File: src/rtl/can_flag_pkg.sv
package can_flag_pkg;
  localparam int BYTE_W = 8;
  localparam int N_RXB = 2;
  localparam int N_TXB = 3;
  localparam logic [1:0] A_ERR = 2'd0;
  localparam logic [1:0] A_FLG = 2'd1;
  localparam logic [1:0] A_ENA = 2'd2;
  localparam int FLG_ERR = 5;
  localparam int FLG_WAKE = 6;
  localparam int FLG_MERR = 7;
  localparam int ERR_OVR0 = 6;
endpackage

File: src/rtl/cef_err_status.sv
module cef_err_status
  import can_flag_pkg::*;
#(
  parameter int CNT_W = 8,
  parameter int WARN_LIM = 96,
  parameter int PASS_LIM = 128
) (
  input  logic               clk,
  input  logic               rst_n,
  input  logic [CNT_W-1:0]   tx_cnt,
  input  logic [CNT_W-1:0]   rx_cnt,
  input  logic [N_RXB-1:0]   rx_arrive,
  input  logic [N_RXB-1:0]   rx_full,
  input  logic [N_RXB-1:0]   ovr_we,
  input  logic [N_RXB-1:0]   ovr_wd,
  output logic [BYTE_W-1:0]  err_q
);
  localparam logic [CNT_W-1:0] WARN_V = CNT_W'(WARN_LIM);
  localparam logic [CNT_W-1:0] PASS_V = CNT_W'(PASS_LIM);

  logic rx_warn, tx_warn, rx_pass, tx_pass, bus_off;

  always_comb begin
    rx_warn = rx_cnt >= WARN_V;
    tx_warn = tx_cnt >= WARN_V;
    rx_pass = rx_cnt >= PASS_V;
    tx_pass = tx_cnt >= PASS_V;
    bus_off = &tx_cnt;
  end

  always_ff @(posedge clk) begin
    if (!rst_n) err_q[5:0] <= '0;
    else err_q[5:0] <= {bus_off, tx_pass, rx_pass, tx_warn, rx_warn, rx_warn | tx_warn};
  end

  for (genvar i = 0; i < N_RXB; i++) begin : g_ovr
    logic ovr_set;
    assign ovr_set = rx_arrive[i] & rx_full[i];
    always_ff @(posedge clk) begin
      if (!rst_n) err_q[ERR_OVR0+i] <= 1'b0;
      else if (ovr_set) err_q[ERR_OVR0+i] <= 1'b1;
      else if (ovr_we[i]) err_q[ERR_OVR0+i] <= ovr_wd[i];
    end
  end

  AST_BUS_OFF: assert property (@(posedge clk) disable iff (!rst_n)
    (tx_cnt == '1) |=> err_q[5]);
  AST_RX_PASSIVE: assert property (@(posedge clk) disable iff (!rst_n)
    (rx_cnt >= PASS_V) |=> (err_q[3] && err_q[1] && err_q[0]));
  AST_OVR_HOLD: assert property (@(posedge clk) disable iff (!rst_n)
    (err_q[ERR_OVR0] && !(ovr_we[0] && !ovr_wd[0])) |=> err_q[ERR_OVR0]);
endmodule

File: src/rtl/cef_irq_flags.sv
module cef_irq_flags
  import can_flag_pkg::*;
(
  input  logic               clk,
  input  logic               rst_n,
  input  logic [N_RXB-1:0]   rx_arrive,
  input  logic [N_TXB-1:0]   tx_done,
  input  logic               wake_evt,
  input  logic               msg_err_evt,
  input  logic [BYTE_W-1:0]  err_in,
  input  logic               we,
  input  logic [BYTE_W-1:0]  wmask,
  input  logic [BYTE_W-1:0]  wdata,
  output logic [BYTE_W-1:0]  flg_q
);
  logic [BYTE_W-1:0] err_prev;
  logic [BYTE_W-1:0] set_vec;
  logic err_chg;

  always_ff @(posedge clk) begin
    if (!rst_n) err_prev <= '0;
    else err_prev <= err_in;
  end

  assign err_chg = err_in != err_prev;
  assign set_vec = {msg_err_evt, wake_evt, err_chg, tx_done, rx_arrive};

  for (genvar b = 0; b < BYTE_W; b++) begin : g_bit
    always_ff @(posedge clk) begin
      if (!rst_n) flg_q[b] <= 1'b0;
      else if (set_vec[b]) flg_q[b] <= 1'b1;
      else if (we && wmask[b]) flg_q[b] <= wdata[b];
    end
  end

  AST_RX0_SET: assert property (@(posedge clk) disable iff (!rst_n)
    rx_arrive[0] |=> flg_q[0]);
  AST_ERR_CHANGE: assert property (@(posedge clk) disable iff (!rst_n)
    (err_in != err_prev) |=> flg_q[FLG_ERR]);
  AST_MASK_KEEP: assert property (@(posedge clk) disable iff (!rst_n)
    (we && !wmask[FLG_WAKE] && !wake_evt) |=> (flg_q[FLG_WAKE] == $past(flg_q[FLG_WAKE])));
endmodule

File: src/rtl/cef_reg_port.sv
module cef_reg_port
  import can_flag_pkg::*;
(
  input  logic               clk,
  input  logic               rst_n,
  input  logic [1:0]         rd_addr,
  input  logic [BYTE_W-1:0]  err_b,
  input  logic [BYTE_W-1:0]  flg_b,
  input  logic               wr_en,
  input  logic [1:0]         wr_addr,
  input  logic [BYTE_W-1:0]  wr_mask,
  input  logic [BYTE_W-1:0]  wr_data,
  output logic               we_err,
  output logic               we_flg,
  output logic [BYTE_W-1:0]  ena_q,
  output logic [BYTE_W-1:0]  rd_data
);
  logic we_ena;

  assign we_err = wr_en && (wr_addr == A_ERR);
  assign we_flg = wr_en && (wr_addr == A_FLG);
  assign we_ena = wr_en && (wr_addr == A_ENA);

  always_ff @(posedge clk) begin
    if (!rst_n) ena_q <= '0;
    else if (we_ena) ena_q <= (ena_q & ~wr_mask) | (wr_data & wr_mask);
  end

  always_comb begin
    unique case (rd_addr)
      A_ERR:   rd_data = err_b;
      A_FLG:   rd_data = flg_b;
      A_ENA:   rd_data = ena_q;
      default: rd_data = '0;
    endcase
  end

  AST_ENA_UNMASKED: assert property (@(posedge clk) disable iff (!rst_n)
    (we_ena && !wr_mask[0]) |=> (ena_q[0] == $past(ena_q[0])));
endmodule

File: src/rtl/can_err_irq_flags.sv
module can_err_irq_flags
  import can_flag_pkg::*;
#(
  parameter int CNT_W = 8,
  parameter int WARN_LIM = 96,
  parameter int PASS_LIM = 128
) (
  input  logic              clk,
  input  logic              rst_n,
  input  logic [CNT_W-1:0]  tx_err_cnt,
  input  logic [CNT_W-1:0]  rx_err_cnt,
  input  logic [1:0]        rx_arrive,
  input  logic [2:0]        tx_done,
  input  logic              wake_evt,
  input  logic              msg_err_evt,
  input  logic [1:0]        rd_addr,
  output logic [7:0]        rd_data,
  input  logic              wr_en,
  input  logic [1:0]        wr_addr,
  input  logic [7:0]        wr_mask,
  input  logic [7:0]        wr_data,
  output logic              irq_n
);
  logic [BYTE_W-1:0] err_b, flg_b, ena_b;
  logic we_err, we_flg;
  logic [N_RXB-1:0] ovr_we;

  assign ovr_we = {N_RXB{we_err}} & wr_mask[ERR_OVR0 +: N_RXB];

  cef_reg_port u_port (
    .clk(clk), .rst_n(rst_n), .rd_addr(rd_addr), .err_b(err_b), .flg_b(flg_b),
    .wr_en(wr_en), .wr_addr(wr_addr), .wr_mask(wr_mask), .wr_data(wr_data),
    .we_err(we_err), .we_flg(we_flg), .ena_q(ena_b), .rd_data(rd_data)
  );

  cef_err_status #(.CNT_W(CNT_W), .WARN_LIM(WARN_LIM), .PASS_LIM(PASS_LIM)) u_err (
    .clk(clk), .rst_n(rst_n), .tx_cnt(tx_err_cnt), .rx_cnt(rx_err_cnt),
    .rx_arrive(rx_arrive), .rx_full(flg_b[N_RXB-1:0]), .ovr_we(ovr_we),
    .ovr_wd(wr_data[ERR_OVR0 +: N_RXB]), .err_q(err_b)
  );

  cef_irq_flags u_flg (
    .clk(clk), .rst_n(rst_n), .rx_arrive(rx_arrive), .tx_done(tx_done),
    .wake_evt(wake_evt), .msg_err_evt(msg_err_evt), .err_in(err_b),
    .we(we_flg), .wmask(wr_mask), .wdata(wr_data), .flg_q(flg_b)
  );

  assign irq_n = ~|(flg_b & ena_b);

  AST_IRQ_NEEDS_FLAG: assert property (@(posedge clk) disable iff (!rst_n)
    !irq_n |-> (flg_b != '0));
  AST_RESET_QUIET: assert property (@(posedge clk)
    !rst_n |=> irq_n);
endmodule

File: config.mk
export PLATFORM = sky130hd
export DESIGN_NAME = can_err_irq_flags
export DESIGN_NICKNAME = d
export VERILOG_FILES = /design/src/rtl/can_flag_pkg.sv /design/src/rtl/cef_err_status.sv /design/src/rtl/cef_irq_flags.sv /design/src/rtl/cef_reg_port.sv /design/src/rtl/can_err_irq_flags.sv
export SDC_FILE = /design/constraint.sdc
export NUM_CORES = 1
export LEC_CHECK = 0
export BUFFER_PORTS_ARGS = -buffer_cell sky130_fd_sc_hd__buf_2
export CAP_MARGIN = 20
export CORE_ASPECT_RATIO = 1.2
export CORE_MARGIN = 5
export CORE_UTILIZATION = 52
export CTS_CLUSTER_DIAMETER = 80
export DETAILED_ROUTE_END_ITERATION = 8
export PLACE_DENSITY = 0.83
export SYNTH_ARGS = -nofsm -noshare
export SYNTH_HDL_FRONTEND = slang
export SYNTH_SLANG_ARGS = --single-unit
File: constraint.sdc
create_clock -name clk -period 1.9 [get_ports clk]
set_input_delay 0.285 -clock clk [delete_from_list [all_inputs] [get_ports clk]]
set_output_delay 0.285 -clock clk [all_outputs]
set_load 0.03 [all_outputs]
==> key figures <==
Layout
  – Layout cell share with drive strength beyond 1: 26.8%
  – Most frequent cells in the layout: 49 x buf_2, 32 x dfxtp_1, 20 x a21oi_1
  – Fin area: 0.00185 sq mm
  – N_diodes: 0
  – Area grow syn2layout: 20.5%
  – Fin util: between 60 and 70%
  – Fin nets: around 270
  – Sequential Area: between 600 and 700 sq um
  – Multi-input logic area: 773 sq um
  – Layout fillers: 253
  – Commonest non-fill, non-tap cell in the layout: buf_2

Global routing
  – Met3 usage: 6.89%
  – Busiest grt layer: met2
  – Pin count of the biggest net entering global routing: 22
  – Initial antenna violation count: 0
  – Met2 usage: approximately a third
  – Number of global-route vias before repair: approximately 1400
  – First-pass GRT wire length: 6.36 mm
  – Overflow after GRT: 0
  – M1 GR Usage: 23.0%
  – GRT Util Overall: roughly 20%

Floorplanning
  – Initial Utilization: 54.7%
  – Row Count: 21
  – Die height: 69.6 microns
  – Die Wd: just under 60 microns
  – IO Count: 55
  – Die area: 0.00415 sq mm
  – Placeable core region: between 0.002 and 0.003 sq mm

STA
  – Slew headroom: between 50% and 60%
  – Clk_skew: 1.36 ps
  – Final setup vio count: 0
  – Tmin final: 1590 ps
  – Max-slew violations: 0
  – FMAX: 627 MHz
  – Final Hold Fails: 0
  – Worst slew pin tran: a little under 700 ps
  – Fin crit share: 83.9%
  – TNS Setup: 0 ps
  – RSZ-0062 raised after global routing: no

Route
  – Avg Vias per Cell: 5.55
  – DRC: 0
  – Wirelength per Cell: 14.5 microns
  – Vias: approximately 1400
  – Drt total wl: 3.73 mm
  – Antenna Nets Post-Route: 0
  – DRT iter0 DRCs: 56
  – Initial DRT Pass Iterations: 4

Worst setup path
  – Worst setup SP type: flip-flop
  – R2r setup slk: 810 ps
  – Worst Path Arrival: 1310 ps
  – Crit-path max FO: 4
  – Nature of the critical path endpoint: output pin
  – Setup CP Type: reg -> out
  – Reg-to-reg critical path startpoint: u_err.err_q[6]
  – Worst endpoint required time: 1620 ps
  – R2R depth: 3
  – Reg-to-Reg End: u_flg.flg_q[5]

Placement
  – Post-Place Cell Area: ~0.0018 sq mm
  – Hpwl dp: 2.81 mm
  – Global placement routability congestion: 0.877
  – IO buf count: between 40 and 50

Synth
  – Synth area leaders: dfxtp_1 42%, mux2i_1 12%, a21oi_1 6.5%
  – Mapped Cells: 174
  – Yosys top cell by area: dfxtp_1
  – Distinct cells, synth: 28
  – Yosys warns: 0
  – Syn nets: 220
  – Post-Syn Area: 0.00154 sq mm
  – Post-synth top area share: 41.7%
  – Seq/Total Area, Yosys: a little over two fifths
  – Seq cells post-synth: 32
  – Synth Area per Inst: about 9 sq um

Power and ir drop
  – PwrDens: 780 mW/mm^2
  – VDD IR max: 0.000622 V
  – Leakage: 0.911 nW

Job
  – Max Cap Violations: 0

Min path
  – Worst Hold Path Cells: 2
  – Min-delay src: rx_err_cnt[7]
  – Hold EP: u_err.err_q[3]
  – HP Class: in -> reg

Clocking
  – Maximum root-to-sink buffer count: 2
  – # H-tree levels: 2
  – CTS sink cnt: 32
  – Hold-fix buffers, CTS: 0
  – Num CTS Buffers: 5
  – CTS tree: built
  – CTS resizes: 0
  – Worst-path clk slew: 90 ps
  – Clk Latency, worst-skew pair: between 300 and 400 ps
  – Post-CTS Setup Bufs: 0
  – Root buf cell: clkbuf_4

Run status
  – Status: complete, no violations
report_power, final:
group          internal [W]  switching, W  leakage, nW  total [W]
sequential         0.000704     0.0000273        0.264   0.000731
combinational     0.0000936      0.000119        0.605   0.000213
clock              0.000276      0.000226       0.0422   0.000502
logic make-up after synthesis:
kind of cell	Yosys count	synth area share, %
DFF	32	41.7
xor gates and xnor gates	8	4.56
muxes	18	11.7
AOI/OAI and AO/OA	41	14.1
and+or+nand+nor	50	19.9
buffers and inverters	25	8.05
final cells by class:
class	count	share of cell area (%)
clock buffer	6	2.23
clock inverter	2	1.89
inverter	16	3.24
multi-input combinational	117	41.7
sequential	32	34.6
tap	34	2.30
timing repair buffer	51	14.0
cell usage after synthesis, drive strengths merged:
master and number:
a21oi 20, nand2 11, nand3b 1, xor2 8
and4bb 2, nand3 10, a31oi 1, nand4b 8
dfxtp 32, mux2i 18, buf 5, and2 10
and4 1, a22oi 4, and3b 1, nor4 2
clkbuf 4, o21ai 16, nor2 2, nor2b 1
nor3 1, inv 16
per-layer routing:
| metal | share of wire (%) | vias to the layer above | routed length, microns |
|---|---|---|---|
| met5 | 0 | - | 0 |
| met4 | 2.4 | 0 | 90 |
| met3 | 7.8 | 10 | 292 |
| met2 | 51 | 54 | 1910 |
| met1 | 38 | 667 | 1430 |
| li1 | - | 700 | - |
worst max path at each step:
stage | start | to | slack, ps
final | u_flg.flg_q[0] | irq_n | 310
after global routing | rd_addr[1] | rd_data[5] | 170
after CTS | u_flg.flg_q[0] | irq_n | 300
after detailed placement | rd_addr[1] | rd_data[3] | 350
after global placement | rd_addr[1] | rd_data[2] | 350
after floorplan | rd_addr[0] | rd_data[0] | 340
critical path, stage by stage, from the launching register on:
cell and delay (ps):
dfxtp_1 360, a22oi_1 210, and4_1 220, buf_2 190
stage by stage:
stage / total power [W] / hold slack [ps] / setup WS (ps) / std cells
after floorplan: 0.000872 / 407 / 336 / 174
after global placement: 0.000953 / 480 / 354 / 250
after detailed placement: 0.000959 / 488 / 354 / 250
after CTS: 0.00146 / 153 / 295 / 258
after global routing: 0.00151 / 147 / 167 / 258
final: 0.00145 / 166 / 306 / 258
No activity file was read; power rests on OpenSTA's default activity.
